<file path="config.mk">
export PLATFORM = sky130hd
export DESIGN_NAME = sysrst_ctl
export DESIGN_NICKNAME = d
export VERILOG_FILES = /design/src/rtl/sysrst_pkg.sv /design/src/rtl/sysrst_decode.sv /design/src/rtl/sysrst_store.sv /design/src/rtl/sysrst_stretch.sv /design/src/rtl/sysrst_ctl.sv
export SDC_FILE = /design/constraint.sdc
export NUM_CORES = 1
export LEC_CHECK = 0
export ABC_AREA = 0
export BUFFER_PORTS_ARGS = -buffer_cell sky130_fd_sc_hd__buf_2
export CORE_MARGIN = 2
export CORE_UTILIZATION = 36
export CTS_CLUSTER_DIAMETER = 40
export CTS_CLUSTER_SIZE = 25
export DETAILED_ROUTE_END_ITERATION = 6
export MAX_ROUTING_LAYER = met4
export PLACE_DENSITY = 0.84
export REMOVE_ABC_BUFFERS = 1
export SYNTH_ARGS = -nofsm -noshare
export SYNTH_HDL_FRONTEND = slang
export SYNTH_SLANG_ARGS = --single-unit
</file>
<file path="constraint.sdc">
create_clock -name clk_i -period 1.7 [get_ports clk_i]
set_input_delay 0.085 -clock clk_i [delete_from_list [all_inputs] [get_ports clk_i]]
set_output_delay 0.085 -clock clk_i [all_outputs]
set_load 0.02 [all_outputs]
</file>
<file path="src/rtl/sysrst_pkg.sv">
package sysrst_pkg;
  localparam int unsigned DATA_W   = 8;
  localparam int unsigned TRIG_BIT = 2;
  localparam int unsigned TYPE_BIT = 1;
  localparam logic [DATA_W-1:0] KEEP_MASK = DATA_W'(1) << TYPE_BIT;
endpackage

</file>
<file path="src/rtl/sysrst_decode.sv">
module sysrst_decode
  import sysrst_pkg::*;
#(
  parameter int unsigned       ADDR_W   = 16,
  parameter logic [ADDR_W-1:0] REG_ADDR = 16'hCF9
) (
  input  logic [ADDR_W-1:0] addr_i,
  input  logic              wr_i,
  input  logic              rd_i,
  input  logic [DATA_W-1:0] wdata_i,
  output logic              acc_o,
  output logic              rd_hit_o,
  output logic              trig_o,
  output logic              store_we_o,
  output logic [DATA_W-1:0] store_val_o
);
  logic hit, wr_hit;

  always_comb begin
    hit         = (addr_i == REG_ADDR);
    wr_hit      = hit & wr_i;
    acc_o       = hit & (wr_i | rd_i);
    rd_hit_o    = hit & rd_i & ~wr_i;
    trig_o      = wr_hit & wdata_i[TRIG_BIT];
    store_we_o  = wr_hit & ~wdata_i[TRIG_BIT];
    store_val_o = wdata_i & KEEP_MASK;
  end
endmodule

</file>
<file path="src/rtl/sysrst_store.sv">
module sysrst_store
  import sysrst_pkg::*;
(
  input  logic              clk_i,
  input  logic              rst_ni,
  input  logic              acc_i,
  input  logic              rd_hit_i,
  input  logic              trig_i,
  input  logic              we_i,
  input  logic [DATA_W-1:0] val_i,
  output logic [DATA_W-1:0] rdata_o,
  output logic              ack_o
);
  logic [DATA_W-1:0] stored_q;

  always_ff @(posedge clk_i or negedge rst_ni) begin
    if (!rst_ni) begin
      stored_q <= '0;
      rdata_o  <= '0;
      ack_o    <= 1'b0;
    end else begin
      if (we_i) stored_q <= val_i;
      ack_o   <= acc_i;
      rdata_o <= rd_hit_i ? stored_q : '0;
    end
  end

  AST_STORE_MASK: assert property (@(posedge clk_i) disable iff (!rst_ni)
    (stored_q & ~KEEP_MASK) == '0);
  AST_TRIG_KEEPS_REG: assert property (@(posedge clk_i) disable iff (!rst_ni)
    trig_i |=> stored_q == $past(stored_q));
  AST_RDATA_IDLE_ZERO: assert property (@(posedge clk_i) disable iff (!rst_ni)
    !ack_o |-> rdata_o == '0);
endmodule

</file>
<file path="src/rtl/sysrst_stretch.sv">
module sysrst_stretch #(
  parameter int unsigned STRETCH = 16
) (
  input  logic clk_i,
  input  logic rst_ni,
  input  logic fire_i,
  output logic req_o
);
  localparam int unsigned CNT_W = $clog2(STRETCH + 1);

  logic [CNT_W-1:0] cnt_q;
  logic             busy;

  assign busy  = (cnt_q != '0);
  assign req_o = busy;

  always_ff @(posedge clk_i or negedge rst_ni) begin
    if (!rst_ni)             cnt_q <= '0;
    else if (fire_i && !busy) cnt_q <= CNT_W'(STRETCH);
    else if (busy)           cnt_q <= cnt_q - 1'b1;
  end

  AST_REQ_FROM_FIRE: assert property (@(posedge clk_i) disable iff (!rst_ni)
    $rose(req_o) |-> $past(fire_i));
  AST_NO_RETRIGGER: assert property (@(posedge clk_i) disable iff (!rst_ni)
    (busy && fire_i) |=> cnt_q < $past(cnt_q));
endmodule

</file>
<file path="src/rtl/sysrst_ctl.sv">
module sysrst_ctl
  import sysrst_pkg::*;
#(
  parameter int unsigned       ADDR_W   = 16,
  parameter logic [ADDR_W-1:0] REG_ADDR = 16'hCF9,
  parameter int unsigned       STRETCH  = 16
) (
  input  logic              clk_i,
  input  logic              rst_ni,
  input  logic [ADDR_W-1:0] io_addr_i,
  input  logic              io_wr_i,
  input  logic              io_rd_i,
  input  logic [7:0]        io_wdata_i,
  output logic [7:0]        io_rdata_o,
  output logic              io_ack_o,
  output logic              rst_req_o
);
  logic              acc, rd_hit, trig, store_we;
  logic [DATA_W-1:0] store_val;

  sysrst_decode #(.ADDR_W(ADDR_W), .REG_ADDR(REG_ADDR)) i_decode (
    .addr_i      (io_addr_i),
    .wr_i        (io_wr_i),
    .rd_i        (io_rd_i),
    .wdata_i     (io_wdata_i),
    .acc_o       (acc),
    .rd_hit_o    (rd_hit),
    .trig_o      (trig),
    .store_we_o  (store_we),
    .store_val_o (store_val)
  );

  sysrst_store i_store (
    .clk_i    (clk_i),
    .rst_ni   (rst_ni),
    .acc_i    (acc),
    .rd_hit_i (rd_hit),
    .trig_i   (trig),
    .we_i     (store_we),
    .val_i    (store_val),
    .rdata_o  (io_rdata_o),
    .ack_o    (io_ack_o)
  );

  sysrst_stretch #(.STRETCH(STRETCH)) i_stretch (
    .clk_i  (clk_i),
    .rst_ni (rst_ni),
    .fire_i (trig),
    .req_o  (rst_req_o)
  );

  AST_ACK_ONLY_ON_HIT: assert property (@(posedge clk_i) disable iff (!rst_ni)
    io_ack_o |-> $past(io_addr_i == REG_ADDR && (io_wr_i || io_rd_i)));
  AST_MISS_NO_ACK: assert property (@(posedge clk_i) disable iff (!rst_ni)
    (io_addr_i != REG_ADDR) |=> !io_ack_o);
endmodule

</file>
Yosys cells after proc, flatten, opt, wreduce, memory -nomap -nowiden. Cells that the tools add are included.

Register bits: 15. Bits of input ports: 28. Output and inout bits: 10. Word-level logic and storage cells: 22.

Add/subtract/negate cells: 1. Equal/unequal tests: 1. Mux-type cells: 3. Bitwise logic cells: 9. Reductions and logical operators: 4.

Operators with widths (number): == test 16 x 12 -> 1 bit (second input constant) (1); 2-to-1 mux 5 bit (2); bitwise AND 1 bit (6); nonzero test 5 bit (1); subtractor 5 x 1 -> 5 bit (second input constant) (1); 2-to-1 mux 2 bit (1); inverter 1 bit (2); nonzero test 2 bit (1); logical AND 1 bit (1); logical NOT 1 bit (1); bitwise OR 1 bit (1).

Depth between registers and ports, before layout. Gate-level depths: netlist of the first run.

Depth after elaboration: 5. Depth in mapped cells: 7. Gate-level depth less buffers: 7.

Cells and area by module. From an unflattened synthesis of the first run, not the netlist that was laid out.

Cells, all modules: 77. Area, all modules: 1024.7 sq um.

Modules (own cells, without submodules): sysrst_store (instances 1, cells each 34, area each 606.8 sq um, sequential area each 425.4 sq um); sysrst_stretch (instances 1, cells each 23, area each 256.5 sq um, sequential area each 125.1 sq um); sysrst_decode (instances 1, cells each 20, area each 161.4 sq um, sequential area each 0.0 sq um).

Worst setup path after synthesis of the first run. Ideal clock, no wire load.

Path type: reg2reg. Start point: register i_stretch.cnt_q[0]. End point: register i_stretch.cnt_q[4]. Setup time: 0.096 ns. Arrival time: 1.428 ns. Required time: 1.604 ns. Setup slack: 0.176 ns. Stages on the path, launching flop included: 7. Path buffers: 0. Period minus slack after synthesis: 1.524 ns. Path through: dfrtp_1 > inv_1 > ha_1 > or3b_4 > nor2_4 > inv_2 > o31ai_1.

Word-level cells in the longest chain between the ends: 4. Elaborated cells between the ends (all ways): 7. Those cells by class: 1 x add/sub; 2 x mux; 4 x reduce/logical.

RTL lines: start: declaration (RTL line sysrst_stretch.sv:11) `logic [CNT_W-1:0] cnt_q;`; start signal: assignment (RTL line sysrst_stretch.sv:19) `else if (fire_i && !busy) cnt_q <= CNT_W'(STRETCH);`; start signal: assignment (RTL line sysrst_stretch.sv:20) `else if (busy) cnt_q <= cnt_q - 1'b1;`; nonzero test 5 bit (*) (RTL line sysrst_stretch.sv:14) `assign busy = (cnt_q != '0);`; net rst_req_o (RTL line sysrst_ctl.sv:16) `output logic rst_req_o`; logical NOT 1 bit (RTL line sysrst_stretch.sv:19); logical AND 1 bit (RTL line sysrst_stretch.sv:19); 2-to-1 mux 5 bit or nonzero test 2 bit (tied branches).

Mark *: on every way through the listed nets, which the timed path passes. The rest lies on a longest branch. The select of a mux whose other input is x is not followed. A chain may end at the register's enable or synchronous reset.

Final worst setup path of the first run.
Start point: register i_stretch.cnt_q[1]. End point: output port rst_req_o.

Word-level cells in the longest chain between the ends: 1.

RTL lines (RTL line): nonzero test 5 bit (sysrst_stretch.sv:14); end: declaration (sysrst_ctl.sv:16).

No other way between the ends.

==> results.json, run 1 <==
{
  "clock_skew_ps": 6.21,
  "netlist_instances": 45,
  "cts.clk_slew.worst_paths_ps": 60,
  "net-switching-power_w": 0.000239,
  "grt_max_degree": 9,
  "endpoint_kind": "output pin",
  "numCtsBuffers": 3,
  "final_area_um2": 651,
  "drt_wl_total_um": 940,
  "grt_pass1_vias": 365,
  "antenna_found_initial": 0,
  "p_comb_share_pct": 40.7,
  "p_leak_nw": 0.350,
  "maxSlewViolCount": 0,
  "clkLatencyLatePin_ps": 260,
  "drv_cap": 0,
  "syn_avg_cell_area_um2": 10.5,
  "yosysUniqueCellTypes": 24,
  "place_congestion": 0.669,
  "rr_startpoint": "i_stretch.cnt_q[1]",
  "ctsRootBufferMaster": "clkbuf_4",
  "firstDrtPassIters": 3,
  "register_area_um2": 200,
  "reg2reg_slack_ps": 80,
  "worstPathCellList": "inv_1, ha_2, or3b_4, nor2_4, inv_2, buf_6",
  "crit_start": "i_stretch.cnt_q[1]",
  "final_antenna_net_count": 0,
  "final_cell_mix": "buf_2, dfrtp_1, conb_1",
  "clkSinkCount": 8,
  "synth-seq-area-share_pct": 42.6,
  "powerDensity_nw_per_um2": 1110,
  "worstHoldStart": "io_wr_i",
  "whs_ps": 19.1,
  "setup_viol": 0,
  "area_growth_pct": 38.3,
  "drive_above_1_share_pct": 51.3,
  "drtIter0Drc": 12,
  "diodes": 0,
  "cts_tree": "yes",
  "clock_path_buffers": 2,
  "hold_violations": 0,
  "placed_area_um2": 587,
  "p_int_w": 0.000481,
  "die_w_um": 40.2,
  "start_util_pct": 37.6,
  "dieArea_um2": 1610,
  "die_h_um": 40.2,
  "peakVddDrop_mv": 0.560,
  "synth_warnings": 0,
  "nFillCells": 109,
  "fmax_ghz": 0.599,
  "grt_setup_unrepaired": "true",
  "layout_commonest_cell": "buf_2",
  "crit_required_ps": 1620,
  "min_path_type": "in2reg",
  "core_um2": 1250,
  "max_stage_delay_ps": 400,
  "routed_via_density": 4.60,
  "cpMaxStageDelayCell": "or3b_4",
  "period_needed_ps": 1670,
  "synth_seq_cells": 8,
  "rows": 13,
  "switching_share_pct": 33.2,
  "vias": 419,
  "grt_first_pass_wirelength_um": 1340,
  "post-place-ws_ps": 73.5,
  "overflow": 0,
  "clock_power_share_pct": 20.3,
  "finalNetCount": 107,
  "critPathKind": "reg2out",
  "pwr-share-seq_pct": 39.0,
  "critPathMaxFanout": 3,
  "grt_usage_pct": 14.2,
  "multiInputGateArea_um2": 231,
  "arrival_ps": 1590,
  "setup_tns_ps": 0,
  "portBuffers": 24,
  "synth_area_um2": 470,
  "wl_per_cell_um": 10.3,
  "cp-start-kind": "flop",
  "num_io_pins": 38,
  "cts-htree-levels": 1,
  "status": "completed",
  "layout_setup_ws_ps": 29.6,
  "post-route-drc-count": 0,
  "finalCritPeriodShare_pct": 98.3
}
==> flip-flops by register name (all words and copies together) (netlist names) <==
name	count
i_stretch.cnt_q	5
i_store.ack_o	1
i_store.rdata_o	1
i_store.stored_q	1
==> per-layer routing <==
layer	share of wire, %	wire length (um)	GRT usage (%)
met1	32	303	12.2
met2	57	540	25.0
met3	9.3	87	5.00
met4	0.85	8	10.3
met5	0	0	-
==> per-stage QoR <==
| stage | total power [W] | util (%) | cells |
|---|---|---|---|
| after floorplan | 0.000440 | - | 44 |
| after global placement | 0.000492 | 46.9 | 84 |
| after detailed placement | 0.000503 | 46.9 | 84 |
| after CTS | 0.000685 | 50.6 | 90 |
| after global routing | 0.000776 | 51.9 | 91 |
| final | 0.000720 | 51.9 | 91 |
==> worst max-delay path, delay by kind of cell, from the launching register on <==
kind | cells | cell delay (ps)
and+or+nand+nor | 2 | 510
buffers and inverters | 3 | 250
DFF | 1 | 390
adders and majority gates | 1 | 180
==> timing repair <==
action / 4_1_cts / 5_1_grt
hold buffers: 1 / 0
pin swaps: 1 / 1
buffers inserted: 2 / 1
gates cloned: 0 / 0
resized for setup: 0 / 3
endpoints found under the setup margin: 1 / 2
endpoints found under the hold margin: 8 / 0
==> synth_stat cells <==
master / instances / area, um^2
and4b_1: 2 / 20.0
and4bb_2: 1 / 12.5
buf_4: 7 / 52.6
conb_1: 1 / 3.75
dfrtp_1: 8 / 200
ha_1: 1 / 12.5
inv_1: 2 / 7.51
inv_2: 1 / 3.75
mux2_1: 1 / 11.3
mux2i_1: 1 / 10.0
nand2_1: 5 / 18.8
nand4_2: 1 / 12.5
nor2_1: 3 / 11.3
nor2_4: 1 / 11.3
nor3_1: 1 / 5.00
nor3b_2: 1 / 12.5
nor4_1: 1 / 6.26
nor4_2: 1 / 12.5
o211ai_1: 1 / 7.51
o21ai_0: 1 / 5.00
o22ai_1: 1 / 6.26
o31ai_1: 1 / 7.51
or3b_4: 1 / 11.3
xor2_1: 1 / 8.76
==> cells by family (layout without fill, tap and decap cells) <==
| kind of cell | after synthesis | count (layout) | synth area share [%] |
|---|---|---|---|
| other cells | 1 | 7 | 0.797 |
| flops | 8 | 8 | 42.6 |
| mux | 2 | 2 | 4.52 |
| buf+inv | 10 | 35 | 13.6 |
| fa+ha+maj | 1 | 1 | 2.66 |
| simple gates | 18 | 18 | 28.5 |
| compound gates | 4 | 4 | 5.59 |
| xor+xnor | 1 | 1 | 1.86 |
==> worst paths after layout <==
| kind | endpoint | cells after the start |
|---|---|---|
| min reg2reg | i_stretch.cnt_q[3] | 1 |
| min in group asynchronous | i_store.rdata_o[1] | 2 |
| max | rst_req_o | 6 |
| max in group asynchronous | i_stretch.cnt_q[4] | 2 |
| min | i_store.rdata_o[1] | 2 |
| max reg2reg | i_stretch.cnt_q[3] | 7 |
==> area by class of cell <==
| cell class | instances | area share, % |
|---|---|---|
| flip-flops and latches | 8 | 30.8 |
| inverters | 3 | 1.73 |
| well taps | 15 | 2.88 |
| repair buffers | 29 | 25.6 |
| multi-input cells | 33 | 35.6 |
| clock buffers | 3 | 3.46 |
==> power groups by stage <==
stage	Combinational [W]	Sequential (W)	Clock (W)
4_1_cts	0.000252	0.000280	0.000154
3_3_place_gp	0.000205	0.000287	0
6_report	0.000293	0.000281	0.000146
3_5_place_dp	0.000215	0.000288	0
2_1_floorplan	0.000161	0.000279	0
5_1_grt	0.000330	0.000286	0.000161
Power figures use the tool's default switching activity.
==> run 2: changes to the inputs <==
- CORE_UTILIZATION: 36 -> 49
- PLACE_DENSITY: 0.84 -> 0.88
- SYNTH_HIERARCHICAL: default -> 1
==> run 2 against run 1 <==
Against the previous run:
- global-route usage up 1.2 points
- critical endpoint unchanged
- count of clock-buffer cells in the layout unchanged
- largest cell class is now registers
- synthesized area up 120%
- maximum frequency up 6.1%
- non-clock buffer count up 6
- critical path depth down 1
- sequential power up 130%
==> results.json, run 2 <==
{
  "synth-seq-area-share_pct": 53.7,
  "post-route-util_pct": 62.8,
  "synth_common_cells": "dfrtp_1, and2_1, buf_4, mux2_4",
  "synth_area_um2": 1020,
  "critPathKind": "reg2out",
  "nFillCells": 170,
  "synth_edf_count": 0,
  "ys_async_sr_fraction_pct": 100,
  "hpwl_um": 1320,
  "drt_wl_total_um": 1740,
  "routed_via_density": 4.64,
  "cts-htree-levels": 1,
  "synthMuxAreaShare_pct": 13.8,
  "netlist_instances": 77,
  "clkSinkCount": 22,
  "rows": 16,
  "register_area_um2": 551,
  "synth-xor-area-share_pct": 0,
  "arrival_ps": 1490,
  "layout_commonest_cell": "buf_2",
  "synthFlopType": "dfrtp_1",
  "period_needed_ps": 1570,
  "min_path_type": "in2reg",
  "synth_warnings": 6,
  "syn_avg_cell_area_um2": 13.3,
  "reg2reg_slack_ps": 250,
  "grt_max_degree": 23,
  "grt_pass1_vias": 677,
  "fmax_ghz": 0.635,
  "critPathMaxFanout": 5,
  "synth_most_common_cell": "dfrtp_1",
  "totalPowerFinal_w": 0.00114,
  "portBuffers": 31,
  "cts.clk_slew.worst_paths_ps": 110,
  "start_util_pct": 52.2,
  "clkLatencyLatePin_ps": 300,
  "hold_violations": 0,
  "yosysUniqueCellTypes": 28,
  "finalNetCount": 143,
  "yosys.area.top_type": "dfrtp_1",
  "antenna_found_initial": 0,
  "post-route-drc-count": 0,
  "status": "completed",
  "peakVddDrop_mv": 0.548,
  "reg.largest.list": "i_store/rdata_o (8), i_store/stored_q (8), i_stretch/cnt_q (5)",
  "multiInputGateArea_um2": 423,
  "p_leak_nw": 0.651,
  "setup_viol": 0,
  "finalCritPeriodShare_pct": 92.6,
  "grt_first_pass_wirelength_um": 2850,
  "maxSlewViolCount": 0,
  "core_um2": 1960,
  "clock_path_buffers": 2,
  "synthAdderAreaFrac_pct": 1.22,
  "diodes": 0,
  "num_io_pins": 38,
  "dieArea_um2": 2470,
  "numCtsBuffers": 3,
  "synth_compound_area_share_pct": 2.69,
  "die_h_um": 49.7,
  "clock_skew_ps": 5.60,
  "cp-start-kind": "flop",
  "grt_usage_pct": 15.4,
  "wl_per_cell_um": 12.5,
  "synth_top_family_by_area": "simple AND/OR/NAND/NOR gates",
  "die_w_um": 49.7,
  "crit_required_ps": 1620,
  "drive_above_1_share_pct": 47.3,
  "place_congestion": 0.742,
  "powerDensity_nw_per_um2": 926,
  "final_cell_mix": "buf_2, dfrtp_1, and2_1, mux2_4, conb_1",
  "yosysTopAreaCellShare_pct": 53.7,
  "cts_tree": "yes",
  "vias": 645,
  "synth-simple-area-share_pct": 19.8,
  "final_antenna_net_count": 0,
  "synthTopCellsByArea": "dfrtp_1, mux2_4, buf_4",
  "ctsRootBufferMaster": "clkbuf_4",
  "firstDrtPassIters": 4,
  "overflow": 0,
  "endpoint_kind": "output pin",
  "drv_cap": 0,
  "synth_seq_cells": 22,
  "area_growth_pct": 20.3,
  "drtIter0Drc": 12
}
-- run 2: logic make-up after synthesis --
logic type	Yosys count
AND/OR/NAND/NOR	25
flip-flops	22
buffers and inverters	13
multiplexers	10
AO/OA/AOI/OAI	5
adder cells (fa/ha/maj)	1
other	1
-- run 2: final cells by class --
| cell class | instances | area share, % |
|---|---|---|
| well taps | 27 | 2.74 |
| flip-flops and latches | 22 | 44.7 |
| repair buffers | 35 | 15.2 |
| multi-input cells | 48 | 34.3 |
| inverters | 4 | 1.22 |
| clock buffers | 3 | 1.83 |
-- run 2: worst paths after layout --
path	to	start	depth (start not counted)
worst max-delay path	rst_req_o	i_stretch/cnt_q[0]	5
worst min-delay path	i_store/stored_q[1]	io_wdata_i[1]	2
worst max register to register	i_stretch/cnt_q[0]	i_stretch/cnt_q[0]	7
worst min register to register	i_store/rdata_o[7]	i_store/stored_q[7]	1
max in group asynchronous	i_stretch/cnt_q[3]	rst_ni	2
min in group asynchronous	i_store/rdata_o[5]	rst_ni	2
-- run 2: critical path, cell delays in order (launching register included) --
cell and delay, ps:
dfrtp_1 420, inv_1 110, ha_4 160, nor4b_4 280, inv_2 60, buf_2 160
-- run 2: where the power goes --
group | switching, W | total, W | internal, W
Clock | 0.000140 | 0.000222 | 0.0000826
Combinational | 0.000131 | 0.000286 | 0.000155
Sequential | 0.0000582 | 0.000633 | 0.000575
-- run 2: what timing repair did --
action | 4_1_cts | 5_1_grt
resized for setup | 0 | 2
setup endpoints to repair | 0 | 1
buffers inserted | 0 | 2
hold endpoints to repair | 22 | 0
hold buffers | 1 | 0
-- run 2: routing by layer --
layer  track usage [%]  part of all wire (%)
met3             0.909                  0.98
met1              17.5                    42
met2              26.4                    54
met4              9.72                   2.6
met5                 -                     0
-- run 2: stage by stage --
step | setup WS, ps | instance area, um^2 | setup TNS (ps) | hold WS, ps | instances
global placement | 197 | 1170 | 0 | 57.1 | 133
global route | -3.01 | 1230 | -3.01 | 11.6 | 139
floorplan | 79.6 | 976 | 0 | -211 | 74
finish | 125 | 1230 | 0 | 14.1 | 139
detailed placement | 180 | 1170 | 0 | 62.7 | 133
CTS | 44.4 | 1200 | 0 | 11.0 | 137
